**src/rtl/ig_pkg.sv**
```systemverilog
package ig_pkg;

  localparam int CLS_W = 5;

  typedef enum logic [CLS_W-1:0] {
    C_IALU     = 5'd0,
    C_LOAD     = 5'd1,
    C_STORE    = 5'd2,
    C_IMUL     = 5'd3,
    C_IDIV     = 5'd4,
    C_BRANCH   = 5'd5,
    C_CALL     = 5'd6,
    C_ICMOV    = 5'd7,
    C_SOLO     = 5'd8,
    C_FMOV     = 5'd9,
    C_FADD     = 5'd10,
    C_FCMP     = 5'd11,
    C_FCMOV_CC = 5'd12,
    C_FCMOV_R  = 5'd13,
    C_FMUL     = 5'd14,
    C_FDIVS    = 5'd15,
    C_FSQRTS   = 5'd16,
    C_FDIVD    = 5'd17,
    C_FSQRTD   = 5'd18
  } ig_class_e;

  typedef enum logic [1:0] {
    WIN_NONE,
    WIN_MUL,
    WIN_DIV
  } win_kind_e;

  typedef enum logic [2:0] {
    FPL_NONE,
    FPL_DIVS,
    FPL_SQRTS,
    FPL_DIVD,
    FPL_SQRTD
  } fpl_kind_e;

  typedef struct packed {
    logic      use_int;
    logic      use_mem;
    logic      use_br;
    logic      use_fpa;
    logic      use_fpm;
    logic      solo;
    logic      ends_group;
    win_kind_e win;
    fpl_kind_e fpl;
  } ig_req_t;

endpackage

```
**src/rtl/ig_class_decode.sv**
```systemverilog
module ig_class_decode
  import ig_pkg::*;
(
  input  logic [CLS_W-1:0] class_i,
  output ig_req_t          req_o
);

  always_comb begin
    req_o = '0;
    case (class_i)
      C_IALU:  req_o.use_int = 1'b1;

      C_LOAD, C_STORE: req_o.use_mem = 1'b1;

      C_IMUL: begin
        req_o.use_mem    = 1'b1;
        req_o.ends_group = 1'b1;
        req_o.win        = WIN_MUL;
      end

      C_IDIV: begin
        req_o.use_mem    = 1'b1;
        req_o.ends_group = 1'b1;
        req_o.win        = WIN_DIV;
      end

      C_BRANCH: req_o.use_br = 1'b1;

      C_CALL, C_ICMOV: begin
        req_o.use_br  = 1'b1;
        req_o.use_mem = 1'b1;
      end

      C_FMOV, C_FADD, C_FCMP: req_o.use_fpa = 1'b1;

      C_FCMOV_CC: begin
        req_o.use_fpa = 1'b1;
        req_o.use_br  = 1'b1;
      end

      C_FCMOV_R: begin
        req_o.use_fpa = 1'b1;
        req_o.use_mem = 1'b1;
      end

      C_FMUL: req_o.use_fpm = 1'b1;

      C_FDIVS: begin
        req_o.use_fpm = 1'b1;
        req_o.fpl     = FPL_DIVS;
      end

      C_FSQRTS: begin
        req_o.use_fpm = 1'b1;
        req_o.fpl     = FPL_SQRTS;
      end

      C_FDIVD: begin
        req_o.use_fpm = 1'b1;
        req_o.fpl     = FPL_DIVD;
      end

      C_FSQRTD: begin
        req_o.use_fpm = 1'b1;
        req_o.fpl     = FPL_SQRTD;
      end

      // serializing class and every unassigned code
      default: begin
        req_o.solo       = 1'b1;
        req_o.ends_group = 1'b1;
      end
    endcase
  end

endmodule

```
**src/rtl/ig_group_select.sv**
```systemverilog
module ig_group_select
  import ig_pkg::*;
#(
  parameter int NUM_SLOTS = 4,
  parameter int N_INT     = 2
) (
  input  logic [NUM_SLOTS-1:0] valid_i,
  input  ig_req_t [NUM_SLOTS-1:0] req_i,
  input  logic                 win_busy_i,
  input  logic                 fpm_busy_i,
  output logic [NUM_SLOTS-1:0] grant_o
);

  localparam int CW = $clog2(NUM_SLOTS + 1);

  logic [CW-1:0] int_used;
  logic mem_used, br_used, fpa_used, fpm_used;
  logic stop, fit;

  always_comb begin
    int_used = '0;
    mem_used = 1'b0;
    br_used  = 1'b0;
    fpa_used = 1'b0;
    fpm_used = 1'b0;
    stop     = 1'b0;
    fit      = 1'b0;
    grant_o  = '0;

    for (int i = 0; i < NUM_SLOTS; i++) begin
      fit = valid_i[i] && !stop;
      if (req_i[i].use_int && (int_used >= CW'(N_INT))) fit = 1'b0;
      if (req_i[i].use_mem && mem_used)                 fit = 1'b0;
      if (req_i[i].use_br  && br_used)                  fit = 1'b0;
      if (req_i[i].use_fpa && fpa_used)                 fit = 1'b0;
      if (req_i[i].use_fpm && (fpm_used || fpm_busy_i)) fit = 1'b0;
      // solo class and single-issue window confine the group to slot 0
      if ((req_i[i].solo || win_busy_i) && (i != 0))    fit = 1'b0;

      grant_o[i] = fit;

      if (fit) begin
        int_used = int_used + CW'(req_i[i].use_int);
        mem_used = mem_used | req_i[i].use_mem;
        br_used  = br_used  | req_i[i].use_br;
        fpa_used = fpa_used | req_i[i].use_fpa;
        fpm_used = fpm_used | req_i[i].use_fpm;
      end

      stop = !fit || req_i[i].ends_group || win_busy_i;
    end
  end

endmodule

```
**src/rtl/ig_occupancy.sv**
```systemverilog
module ig_occupancy #(
  parameter int W = 7
) (
  input  logic         clk_i,
  input  logic         rst_ni,
  input  logic [W-1:0] load_val_i,
  output logic         busy_o
);

  logic [W-1:0] cnt_q, dec, nxt;

  always_comb begin
    dec = (cnt_q != '0) ? cnt_q - W'(1) : '0;
    // a new claim never shortens a window already running
    nxt = (load_val_i > dec) ? load_val_i : dec;
  end

  always_ff @(posedge clk_i or negedge rst_ni) begin
    if (!rst_ni) cnt_q <= '0;
    else         cnt_q <= nxt;
  end

  assign busy_o = (cnt_q != '0);

endmodule

```
**src/rtl/ig_issue_arbiter.sv**
```systemverilog
module ig_issue_arbiter
  import ig_pkg::*;
#(
  parameter int NUM_SLOTS     = 4,
  parameter int N_INT_UNITS   = 2,
  parameter int IMUL_SOLO_CYC = 4,
  parameter int IDIV_SOLO_CYC = 69,
  parameter int FDIVS_LOCK    = 14,
  parameter int FSQRTS_LOCK   = 17,
  parameter int FDIVD_LOCK    = 17,
  parameter int FSQRTD_LOCK   = 26
) (
  input  logic                             clk_i,
  input  logic                             rst_ni,
  input  logic [NUM_SLOTS-1:0]             valid_i,
  input  logic [NUM_SLOTS*CLS_W-1:0]       class_i,
  output logic [NUM_SLOTS-1:0]             grant_o,
  output logic [$clog2(NUM_SLOTS+1)-1:0]   issue_cnt_o
);

  localparam int CNT_W   = $clog2(NUM_SLOTS + 1);
  localparam int WIN_MAX = (IMUL_SOLO_CYC > IDIV_SOLO_CYC) ? IMUL_SOLO_CYC : IDIV_SOLO_CYC;
  localparam int WIN_W   = $clog2(WIN_MAX + 1);
  localparam int FPL_M0  = (FDIVS_LOCK > FSQRTS_LOCK) ? FDIVS_LOCK : FSQRTS_LOCK;
  localparam int FPL_M1  = (FDIVD_LOCK > FSQRTD_LOCK) ? FDIVD_LOCK : FSQRTD_LOCK;
  localparam int FPL_MAX = (FPL_M0 > FPL_M1) ? FPL_M0 : FPL_M1;
  localparam int FPL_W   = $clog2(FPL_MAX + 1);

  ig_req_t [NUM_SLOTS-1:0] req;
  logic [NUM_SLOTS-1:0]    sel_grant;
  logic                    win_busy, fpm_busy;
  logic [WIN_W-1:0]        win_load, win_v;
  logic [FPL_W-1:0]        fpl_load, fpl_v;
  logic [CNT_W-1:0]        cnt;

  for (genvar s = 0; s < NUM_SLOTS; s++) begin : g_dec
    ig_class_decode u_dec (
      .class_i (class_i[s*CLS_W +: CLS_W]),
      .req_o   (req[s])
    );
  end

  ig_group_select #(
    .NUM_SLOTS (NUM_SLOTS),
    .N_INT     (N_INT_UNITS)
  ) u_sel (
    .valid_i    (valid_i),
    .req_i      (req),
    .win_busy_i (win_busy),
    .fpm_busy_i (fpm_busy),
    .grant_o    (sel_grant)
  );

  assign grant_o = rst_ni ? sel_grant : '0;

  // occupancy claimed by the granted instructions of this cycle
  always_comb begin
    win_load = '0;
    fpl_load = '0;
    cnt      = '0;
    for (int s = 0; s < NUM_SLOTS; s++) begin
      case (req[s].win)
        WIN_MUL: win_v = WIN_W'(IMUL_SOLO_CYC);
        WIN_DIV: win_v = WIN_W'(IDIV_SOLO_CYC);
        default: win_v = '0;
      endcase
      case (req[s].fpl)
        FPL_DIVS:  fpl_v = FPL_W'(FDIVS_LOCK);
        FPL_SQRTS: fpl_v = FPL_W'(FSQRTS_LOCK);
        FPL_DIVD:  fpl_v = FPL_W'(FDIVD_LOCK);
        FPL_SQRTD: fpl_v = FPL_W'(FSQRTD_LOCK);
        default:   fpl_v = '0;
      endcase
      if (grant_o[s]) begin
        if (win_v > win_load) win_load = win_v;
        if (fpl_v > fpl_load) fpl_load = fpl_v;
        cnt = cnt + CNT_W'(1);
      end
    end
  end

  assign issue_cnt_o = cnt;

  ig_occupancy #(.W(WIN_W)) u_win (
    .clk_i      (clk_i),
    .rst_ni     (rst_ni),
    .load_val_i (win_load),
    .busy_o     (win_busy)
  );

  ig_occupancy #(.W(FPL_W)) u_fpm (
    .clk_i      (clk_i),
    .rst_ni     (rst_ni),
    .load_val_i (fpl_load),
    .busy_o     (fpm_busy)
  );

endmodule

```
**config.mk**
```make
export PLATFORM = sky130hd
export DESIGN_NAME = ig_issue_arbiter
export DESIGN_NICKNAME = d
export VERILOG_FILES = /design/src/rtl/ig_pkg.sv /design/src/rtl/ig_class_decode.sv /design/src/rtl/ig_group_select.sv /design/src/rtl/ig_occupancy.sv /design/src/rtl/ig_issue_arbiter.sv
export SDC_FILE = /design/constraint.sdc
export NUM_CORES = 1
export LEC_CHECK = 0
export BUFFER_PORTS_ARGS = -buffer_cell sky130_fd_sc_hd__buf_2
export CAP_MARGIN = 20
export CORE_ASPECT_RATIO = 0.75
export CORE_MARGIN = 2
export CORE_UTILIZATION = 56
export CTS_CLUSTER_SIZE = 14
export DETAILED_ROUTE_END_ITERATION = 10
export PLACE_DENSITY = 0.79
export RECOVER_POWER = 25
export SYNTH_ARGS = -nofsm -noshare
export SYNTH_HDL_FRONTEND = slang
export SYNTH_SLANG_ARGS = --single-unit
```
**constraint.sdc**
```tcl
create_clock -name clk_i -period 7.3 [get_ports clk_i]
set_input_delay 0.365 -clock clk_i [delete_from_list [all_inputs] [get_ports clk_i]]
set_output_delay 0.365 -clock clk_i [all_outputs]
set_load 0.03 [all_outputs]
```
==> results of run 1 <==
-- power by group through the flow --
stage	sequential [uW]	clock, uW	combinational (uW)
CTS	91.7	74.7	272
global route	95.0	79.7	352
detailed placement	91.0	0	263
global placement	90.4	0	254
floorplan	88.6	0	179
finish	94.2	75.9	332
-- kinds of logic (layout without fill, tap and decap cells) --
group,Yosys count,after routing
fa+ha+maj,44,44
flops,12,12
simple gates,215,215
buf+inv,57,126
compound gates,123,123
mux,17,17
xor+xnor,13,13
-- flip-flops by register name, indices dropped and copies added (netlist names) --
name and cells:
u_fpm.cnt_q 5, u_win.cnt_q 7
-- cells in the final DEF (no fill, tap or decap), drive strengths merged, types with 18 or more instances in the layout --
master / instances
inv: 37
o21ai: 31
ha: 41
a21oi: 22
nand3: 18
nor3: 20
nor2: 34
nand2: 44
buf: 85
-- worst max path at each step --
stage | start | endpoint | slack (ps) | cells after the start
6_report | u_fpm.cnt_q[1]$_DFF_PN0_ | u_fpm.cnt_q[4]$_DFF_PN0_ | -90 | 38
5_1_grt | u_fpm.cnt_q[1]$_DFF_PN0_ | u_fpm.cnt_q[4]$_DFF_PN0_ | -350 | 38
4_1_cts | u_fpm.cnt_q[0]$_DFF_PN0_ | u_fpm.cnt_q[4]$_DFF_PN0_ | 10 | 38
3_5_place_dp | u_fpm.cnt_q[0]$_DFF_PN0_ | u_fpm.cnt_q[4]$_DFF_PN0_ | -500 | 38
3_3_place_gp | u_fpm.cnt_q[0]$_DFF_PN0_ | u_fpm.cnt_q[4]$_DFF_PN0_ | -250 | 38
2_1_floorplan | u_fpm.cnt_q[0]$_DFF_PN0_ | u_fpm.cnt_q[4]$_DFF_PN0_ | 5 | 37
-- per-layer routing --
layer / up-vias / track usage / share of wire
met1: 1984 / 0.465 / 0.41
met3: 47 / 0.0779 / 0.11
li1: 1926 / - / -
met2: 259 / 0.510 / 0.45
met4: 0 / 0.0725 / 0.033
met5: - / 0 / 0
-- stage by stage --
step	instances	util	hold slack (ps)
2_1_floorplan	481	-	69.4
3_3_place_gp	603	0.657	346
3_5_place_dp	603	0.657	351
4_1_cts	610	0.683	93.7
5_1_grt	628	0.747	101
6_report	628	0.747	95.3
-- critical path, delay by kind of cell (launching register included) --
kind / cells / cell delay [ps]
fa+ha+maj: 6 / 1530
mux: 4 / 980
compound gates: 15 / 2430
simple gates: 9 / 1640
buf+inv: 4 / 270
flops: 1 / 400
-- layout make-up --
type	instances	area share
Timing Repair Buffer	85	0.128
Multi-Input combinational cell	412	0.738
Clock buffer	4	0.0125
Inverter	37	0.0316
Tap cell	78	0.0222
Sequential cell	12	0.0683
-- what timing repair did --
action,in CTS,in global routing
pin swaps,2,43
endpoints found under the setup margin,4,4
buffers inserted,3,18
resized for setup,19,50
endpoints found under the hold margin,0,0
==> flow_metrics.env, run 1 <==
export IMPL_setup_viol=3
export IMPL_post_route_drc_count=0
export IMPL_rsz0062_at_grt="true"
export IMPL_worstMarginPinSlew_ps=1090
export IMPL_reg2reg_to="u_fpm.cnt_q[4]$_DFF_PN0_"
export IMPL_synth_simple_area_share=0.355
export IMPL_initial_core_util=0.585
export IMPL_wl_per_cell_um=19.3
export IMPL_die_h_um=71.9
export IMPL_yosys_top_cells_area="ha_1 (15%), dfrtp_1 (8.7%), nand2_1 (4.8%)"
export IMPL_p_comb_frac=0.661
export IMPL_yosysSeqAreaShare=0.0871
export IMPL_status="finished with violations"
export IMPL_cp_data_arrival_time_ps=7520
export IMPL_seqPwrFrac=0.188
export IMPL_synth_seq_cells=12
export IMPL_htreeDepth=1
export IMPL_place_hpwl_um=8820
export IMPL_clk_latency_ps=240
export IMPL_cp_common_cell="ha_4"
export IMPL_power_density_mw_per_mm2=114
export IMPL_fin_setup_tns_ps=-192
export IMPL_globalplace_congestion=1.01
export IMPL_finalCriticalPeriod_ps=7390
export IMPL_vias=4216
export IMPL_antenna_found_initial=0
export IMPL_drt_iter0_markers=455
export IMPL_clkTransAtPathRegs_ps=60
export IMPL_synthesis_area_mm2=0.00345
export IMPL_synth_compound_area_frac=0.248
export IMPL_relSlewSlack=0.270
export IMPL_core_area_mm2=0.00589
export IMPL_cap_violations=0
export IMPL_grt_overflow=0
export IMPL_synth_cells=481
export IMPL_cellLeakagePower_uw=0.00188
export IMPL_hp_class="primary input to async pin"
export IMPL_port_buffers=32
export IMPL_p_int_uw=273
export IMPL_grt_pass1_vias=3594
export IMPL_p_sw_frac=0.456
export IMPL_fin_nets=618
export IMPL_hold_viol=0
export IMPL_root_buffer="clkbuf_8"
export IMPL_crit_slowest_cell="dfrtp_1"
export IMPL_grt_util_all_layers=0.328
export IMPL_multiInputGateArea_mm2=0.00324
export IMPL_cts_buffers=3
export IMPL_startpoint_type="register"
export IMPL_wl_um=12100
export IMPL_cpPeakStageDelay_ps=400
export IMPL_ys_types=80
export IMPL_ir_worst_vdd_mv=0.0834
export IMPL_area_delta_synth_final_pct=27.6
export IMPL_synth_xor_area_share=0.0330
export IMPL_regArea_um2=300
export IMPL_grt_first_pass_wirelength_um=17600
export IMPL_synth_top_family_by_area="simple AND/OR/NAND/NOR gates"
export IMPL_fillCellCount=463
export IMPL_path_class="register to register"
export IMPL_synth_fa_ha_area_frac=0.158
export IMPL_p_sw_uw=229
export IMPL_grt_start_max_net_pins=19
export IMPL_post_synth_top_count_cell="nand2_1"
export IMPL_cts_tree="built"
export IMPL_worstPathMaxFanout=4
export IMPL_synthFlopType="dfrtp_1"
export IMPL_pwr_share_clk=0.151
export IMPL_io_pins=33
export IMPL_fin_crit_sh=1.01
export IMPL_async_flop_share=1.00
export IMPL_clock_skew_ps=0.935
export IMPL_synth_area_per_cell_um2=7.16
export IMPL_muxShareOfSynthArea=0.0512
export IMPL_cts_hold_buffers=0
export IMPL_design_area_mm2=0.00440
export IMPL_fp_row_count=24
export IMPL_ys_top_cells_by_count="nand2_1 (44), ha_1 (41), inv_1 (36)"
export IMPL_worstPathRequired_ps=7430
export IMPL_cts_sinks=12
export IMPL_dp_slack_ps=-503
export IMPL_slew_violations=0
export IMPL_ant_nets=0
export IMPL_drive_gt1_frac=0.309
export IMPL_fmax_mhz=135
export IMPL_crit_path_end_kind="register"
export IMPL_finalPower_uw=502
export IMPL_synth_top_area_share=0.149
export IMPL_r2r_start="u_fpm.cnt_q[1]$_DFF_PN0_"
export IMPL_violations="negative setup slack"
export IMPL_drt_pass1_iterations=7
export IMPL_r2r_worst_path_cells=38
export IMPL_synth_nets=548
export IMPL_yosysWarningCount=0
export IMPL_synth_area_leader_cell="ha_1"
export IMPL_routed_via_density=6.71
export IMPL_synth_edf_count=0
export IMPL_num_antenna_cells=0
export IMPL_die_x_um=94.6
export IMPL_cts_buffer_depth=2
export IMPL_reg2reg_slack_ps=-90
export IMPL_post_dp_cell_area_mm2=0.00386
export IMPL_die_area_mm2=0.00680
export IMPL_setup_ws_ps=-85.3
(Power assumes the default switching activity.)
==> inputs of run 2 (changes only) <==
--- a/config.mk
+++ b/config.mk
@@ -5,10 +5,11 @@
 export SDC_FILE = /design/constraint.sdc
 export NUM_CORES = 1
 export LEC_CHECK = 0
+export ABC_AREA = 1
 export BUFFER_PORTS_ARGS = -buffer_cell sky130_fd_sc_hd__buf_2
 export CAP_MARGIN = 20
 export CORE_ASPECT_RATIO = 0.75
-export CORE_MARGIN = 2
+export CORE_MARGIN = 3
 export CORE_UTILIZATION = 56
 export CTS_CLUSTER_SIZE = 14
 export DETAILED_ROUTE_END_ITERATION = 10
==> flow_metrics.env, run 2 <==
export IMPL_status="finished clean"
export IMPL_cellLeakagePower_uw=0.00218
export IMPL_power_density_mw_per_mm2=118
export IMPL_largest_register="u_win.cnt_q"
export IMPL_fin_nets=695
export IMPL_routed_via_density=5.43
export IMPL_grt_first_pass_wirelength_um=15000
export IMPL_synth_area_leader_cell="nand2_1"
export IMPL_place_hpwl_um=7540
export IMPL_clk_latency_ps=240
export IMPL_stdcell_count=702
export IMPL_synth_top_area_share=0.166
export IMPL_hold_viol=0
export IMPL_drt_pass1_iterations=5
export IMPL_ctsResizeCount=0
export IMPL_largest_reg_flops=7
export IMPL_wl_per_cell_um=12.8
export IMPL_drt_iter0_markers=322
export IMPL_grt_util_all_layers=0.268
export IMPL_setup_viol=0
export IMPL_cts_setup_buffers=0
export IMPL_yosysSeqAreaShare=0.0907
export IMPL_cts_buffers=3
export IMPL_pwr_share_clk=0.174
export IMPL_die_area_mm2=0.00688
export IMPL_drive_gt1_frac=0.148
export IMPL_reg2reg_to="u_fpm.cnt_q[3]$_DFF_PN0_"
export IMPL_root_buffer="clkbuf_8"
export IMPL_finalCriticalPeriod_ps=6450
export IMPL_cp_common_cell="nand2_1"
export IMPL_port_buffers=32
export IMPL_cpPeakStageDelay_ps=370
export IMPL_worstPathMaxFanout=7
export IMPL_ant_nets=0
export IMPL_r2r_worst_path_cells=43
export IMPL_post_synth_top_count_cell="nand2_1"
export IMPL_p_comb_frac=0.624
export IMPL_hp_class="primary input to async pin"
export IMPL_final_cell_mix="nand2_1 (146), inv_1 (106), nor2_1 (84)"
export IMPL_cts_tree="built"
export IMPL_clkTransAtPathRegs_ps=60
export IMPL_wl_um=8960
export IMPL_fp_row_count=23
export IMPL_worstMarginPinSlew_ps=1130
export IMPL_worstPathRequired_ps=7480
export IMPL_io_pins=33
export IMPL_path_buf_inv=7
export IMPL_p_int_uw=217
export IMPL_initial_core_util=0.599
export IMPL_grt_pass1_vias=3406
export IMPL_async_flop_share=1.00
export IMPL_synth_seq_cells=12
export IMPL_fillCellCount=528
export IMPL_synth_area_per_cell_um2=5.59
export IMPL_crit_slowest_cell="dfrtp_1"
export IMPL_die_h_um=72.6
export IMPL_grt_overflow=0
export IMPL_core_area_mm2=0.00553
export IMPL_critical_path_top_delay_family="simple AND/OR/NAND/NOR gates"
export IMPL_cts_hold_buffers=0
export IMPL_ys_types=37
export IMPL_synthFlopType="dfrtp_1"
export IMPL_startpoint_type="register"
export IMPL_rsz0062_at_grt="false"
export IMPL_seqPwrFrac=0.202
export IMPL_vias=3815
export IMPL_area_delta_synth_final_pct=9.15
export IMPL_relSlewSlack=0.246
export IMPL_die_x_um=94.8
export IMPL_antenna_found_initial=0
export IMPL_globalplace_congestion=1.02
export IMPL_reg2reg_slack_ps=850
export IMPL_synth_edf_count=0
export IMPL_setup_ws_ps=849
export IMPL_ys_top_cells_by_count="nand2_1 (146), inv_1 (106), nor2_1 (84)"
export IMPL_yosys_top_cells_area="nand2_1 (17%), ha_1 (15%), inv_1 (12%)"
export IMPL_cts_sinks=12
export IMPL_synthesis_area_mm2=0.00331
export IMPL_path_class="register to register"
export IMPL_synth_cells=592
export IMPL_synth_nets=659
export IMPL_fin_crit_sh=0.884
export IMPL_r2r_start="u_fpm.cnt_q[0]$_DFF_PN0_"
export IMPL_dp_cells=698
export IMPL_p_sw_uw=210
export IMPL_layout_top_registers="u_win.cnt_q (7), u_fpm.cnt_q (5)"
export IMPL_cp_data_arrival_time_ps=6630
export IMPL_num_antenna_cells=0
export IMPL_fmax_mhz=155
export IMPL_clock_skew_ps=0.967
export IMPL_cap_violations=0
export IMPL_htreeDepth=1
export IMPL_slew_violations=0
export IMPL_crit_path_end_kind="register"
export IMPL_post_route_drc_count=0
export IMPL_fin_setup_tns_ps=0
export IMPL_ir_worst_vdd_mv=0.184
export IMPL_yosysWarningCount=0
export IMPL_p_sw_frac=0.492
export IMPL_final_util=0.654
export IMPL_cts_buffer_depth=2
export IMPL_final_common_cell="nand2_1"
export IMPL_grt_start_max_net_pins=20
export IMPL_dp_slack_ps=945
run 2: layout make-up:
cell class	instances	area, um2	area share
Multi-Input combinational cell	465	2580	0.713
Inverter	114	428	0.118
Sequential cell	12	300	0.0831
Timing Repair Buffer	32	159	0.0440
Tap cell	75	93.8	0.0260
Clock buffer	4	55.1	0.0152
run 2: cell families (layout without fill, tap and decap cells):
| family | count (synthesis) | in the layout | synth area share |
|---|---|---|---|
| AO/OA/AOI/OAI | 62 | 62 | 0.110 |
| XOR/XNOR | 3 | 3 | 0.00794 |
| adder cells (fa/ha/maj) | 41 | 41 | 0.155 |
| buffers and inverters | 115 | 150 | 0.131 |
| flip-flops | 12 | 12 | 0.0907 |
| multiplexers | 2 | 2 | 0.00605 |
| AND/OR/NAND/NOR | 357 | 357 | 0.500 |
run 2: per-stage QoR:
stage                     hold slack (ps)  total power (uW)  area (um2)
after global placement                324               340        3560
after global routing                  341               471        3610
final                                 320               427        3610
after CTS                            69.4               427        3610
after detailed placement              333               351        3560
after floorplan                      69.4               286        3310
run 2: worst reg2reg max path, delay by kind of cell (launching register included):
kind | cells | cell delay, ps
AO/OA/AOI/OAI | 7 | 1140
adder cells (fa/ha/maj) | 5 | 1440
buffers and inverters | 7 | 720
flip-flops | 1 | 370
multiplexers | 1 | 280
AND/OR/NAND/NOR | 23 | 2440
run 2: worst max path at each step:
stage | slack [ps] | from | cells past startpoint | endpoint
global route | 90 | u_fpm.cnt_q[0]$_DFF_PN0_ | 45 | u_fpm.cnt_q[3]$_DFF_PN0_
finish | 850 | u_fpm.cnt_q[0]$_DFF_PN0_ | 43 | u_fpm.cnt_q[3]$_DFF_PN0_
detailed placement | 940 | u_fpm.cnt_q[0]$_DFF_PN0_ | 43 | u_fpm.cnt_q[3]$_DFF_PN0_
floorplan | 1630 | u_fpm.cnt_q[0]$_DFF_PN0_ | 44 | u_fpm.cnt_q[3]$_DFF_PN0_
CTS | 930 | u_fpm.cnt_q[0]$_DFF_PN0_ | 43 | u_fpm.cnt_q[3]$_DFF_PN0_
global placement | 1350 | u_fpm.cnt_q[0]$_DFF_PN0_ | 41 | u_fpm.cnt_q[1]$_DFF_PN0_
run 2: routing by layer:
layer,GRT usage,share of wire,vias up
li1,-,-,1955
met1,0.397,0.48,1681
met2,0.423,0.42,165
met3,0.0278,0.087,14
met4,0.0512,0.012,0
met5,0,0,-
run 2: power by group through the flow:
stage	Clock (uW)	Sequential (uW)	Combinational [uW]
2_1_floorplan	0	85.0	201
3_3_place_gp	0	86.4	254
3_5_place_dp	0	87.0	264
4_1_cts	76.2	85.8	265
5_1_grt	78.6	86.7	306
6_report	74.4	86.1	266
==> inputs of run 3 (changes only) <==
--- a/config.mk
+++ b/config.mk
@@ -10,10 +10,10 @@
 export CAP_MARGIN = 20
 export CORE_ASPECT_RATIO = 0.75
 export CORE_MARGIN = 3
-export CORE_UTILIZATION = 56
+export CORE_UTILIZATION = 60
 export CTS_CLUSTER_SIZE = 14
 export DETAILED_ROUTE_END_ITERATION = 10
-export PLACE_DENSITY = 0.79
+export PLACE_DENSITY = 0.81
 export RECOVER_POWER = 25
 export SYNTH_ARGS = -nofsm -noshare
 export SYNTH_HDL_FRONTEND = slang
==> constraint.sdc (replaced) <==
create_clock -name clk_i -period 6.6 [get_ports clk_i]
set_input_delay 0.33 -clock clk_i [delete_from_list [all_inputs] [get_ports clk_i]]
set_output_delay 0.33 -clock clk_i [all_outputs]
set_load 0.03 [all_outputs]
==> flow_metrics.env, run 3 (synthesis gave the netlist of run 2 again) <==
export IMPL_r2r_start="u_fpm.cnt_q[0]$_DFF_PN0_"
export IMPL_grt_first_pass_wirelength_um=15200
export IMPL_path_buf_inv=8
export IMPL_finalCriticalPeriod_ps=6130
export IMPL_largest_reg_flops=7
export IMPL_crit_slowest_cell="dfrtp_1"
export IMPL_largest_register="u_win.cnt_q"
export IMPL_worstPathMaxFanout=6
export IMPL_setup_ws_ps=466
export IMPL_use_met3=0.0571
export IMPL_initial_core_util=0.650
export IMPL_drive_gt1_frac=0.157
export IMPL_dp_slack_ps=400
export IMPL_vias=3830
export IMPL_routed_via_density=5.46
export IMPL_power_density_mw_per_mm2=128
export IMPL_fin_crit_sh=0.929
export IMPL_die_x_um=91.8
export IMPL_cts_sinks=12
export IMPL_grt_overflow=0
export IMPL_ir_worst_vdd_mv=0.225
export IMPL_critical_path_top_delay_family="simple AND/OR/NAND/NOR gates"
export IMPL_core_area_mm2=0.00509
export IMPL_r2r_worst_path_cells=43
export IMPL_wl_per_cell_um=12.8
export IMPL_num_antenna_cells=0
export IMPL_antenna_found_initial=0
export IMPL_grtUsageMet1=0.424
export IMPL_crit_path_end_kind="register"
export IMPL_setup_viol=0
export IMPL_hold_viol=0
export IMPL_cts_buffers=3
export IMPL_dp_cells=696
export IMPL_post_route_drc_count=0
export IMPL_ant_nets=0
export IMPL_cp_common_cell="inv_1"
export IMPL_die_area_mm2=0.00645
export IMPL_slew_violations=0
export IMPL_reg2reg_to="u_fpm.cnt_q[3]$_DFF_PN0_"
export IMPL_fp_row_count=22
export IMPL_met2_usage=0.429
export IMPL_clk_latency_ps=240
export IMPL_path_class="register to register"
export IMPL_worstMarginPinSlew_ps=725
export IMPL_htreeDepth=1
export IMPL_grt_start_max_net_pins=19
export IMPL_io_pins=33
export IMPL_cap_violations=0
export IMPL_hp_class="primary input to async pin"
export IMPL_stdcell_count=701
export IMPL_status="finished clean"
export IMPL_root_buffer="clkbuf_8"
export IMPL_clkTransAtPathRegs_ps=50
export IMPL_grt_busiest_layer="met2"
export IMPL_worstPathRequired_ps=6780
export IMPL_wl_um=8990
export IMPL_cts_buffer_depth=2
export IMPL_final_util=0.715
export IMPL_fin_nets=698
export IMPL_final_cell_mix="nand2_1 (146), inv_1 (106), nor2_1 (82)"
export IMPL_reg2reg_slack_ps=470
export IMPL_cpPeakStageDelay_ps=350
export IMPL_die_h_um=70.3
export IMPL_drt_pass1_iterations=5
export IMPL_fillCellCount=464
export IMPL_drt_iter0_markers=253
export IMPL_startpoint_type="register"
export IMPL_clock_skew_ps=0.483
export IMPL_final_common_cell="nand2_1"
export IMPL_fmax_mhz=163
export IMPL_place_hpwl_um=7610
export IMPL_grt_pass1_vias=3393
export IMPL_area_delta_synth_final_pct=9.98
export IMPL_cellLeakagePower_uw=0.00219
export IMPL_port_buffers=32
export IMPL_globalplace_congestion=0.973
export IMPL_cp_data_arrival_time_ps=6310
export IMPL_grt_util_all_layers=0.282
export IMPL_relSlewSlack=0.511
export IMPL_layout_top_registers="u_win.cnt_q (7), u_fpm.cnt_q (5)"
export IMPL_cts_tree="built"
[run 3: repair_timing]
action | in CTS | in global routing
setup buffers | 0 | 2
hold buffers | 0 | 0
endpoints found under the setup margin | 0 | 6
gates resized for setup | 0 | 6
[run 3: cell type report]
cell class	instances	area (um2)	share of cell area
sequential	12	300	0.0825
timing repair buffer	35	181	0.0498
clock buffer	3	41.3	0.0113
inverter	114	428	0.118
multi-input combinational	465	2600	0.714
tap	72	90.1	0.0247
[run 3: how the worst max path moves through the flow]
| stage | cells past startpoint | startpoint | slack (ps) | to |
|---|---|---|---|---|
| CTS | 43 | u_fpm.cnt_q[0]$_DFF_PN0_ | 360 | u_fpm.cnt_q[3]$_DFF_PN0_ |
| finish | 43 | u_fpm.cnt_q[0]$_DFF_PN0_ | 470 | u_fpm.cnt_q[3]$_DFF_PN0_ |
| detailed placement | 43 | u_fpm.cnt_q[0]$_DFF_PN0_ | 400 | u_fpm.cnt_q[3]$_DFF_PN0_ |
| floorplan | 44 | u_fpm.cnt_q[0]$_DFF_PN0_ | 930 | u_fpm.cnt_q[3]$_DFF_PN0_ |
| global route | 46 | u_fpm.cnt_q[0]$_DFF_PN0_ | -40 | u_fpm.cnt_q[2]$_DFF_PN0_ |
| global placement | 42 | u_fpm.cnt_q[0]$_DFF_PN0_ | 760 | u_fpm.cnt_q[3]$_DFF_PN0_ |
[run 3: per-layer routing]
layer  wire (um)  vias to the layer above
met4          53                        0
met2        3720                      162
li1            -                     1973
met3         721                       10
met5           0                        -
met1        4500                     1685
[run 3: worst reg2reg max path, delay by kind of cell, from the launching register on]
family,cells,cell delay [ps]
AND/OR/NAND/NOR,21,2250
AO/OA/AOI/OAI,8,1050
multiplexers,1,260
flip-flops,1,350
buffers and inverters,8,730
adder cells (fa/ha/maj),5,1430
[run 3: power breakdown]
group          switching (uW)  internal, uW  leakage, uW
clock                    27.0          40.3    0.0000216
combinational             200           104      0.00202
sequential               7.13          87.7     0.000141
[run 3: stage by stage]
step / area (um2) / total power, uW / hold slack [ps] / setup TNS [ps]
4_1_cts: 3600 / 455 / 90.4 / 0
3_3_place_gp: 3560 / 377 / 350 / 0
2_1_floorplan: 3310 / 317 / 34.4 / 0
5_1_grt: 3640 / 515 / 164 / -128
3_5_place_dp: 3560 / 386 / 348 / 0
6_report: 3640 / 466 / 156 / 0
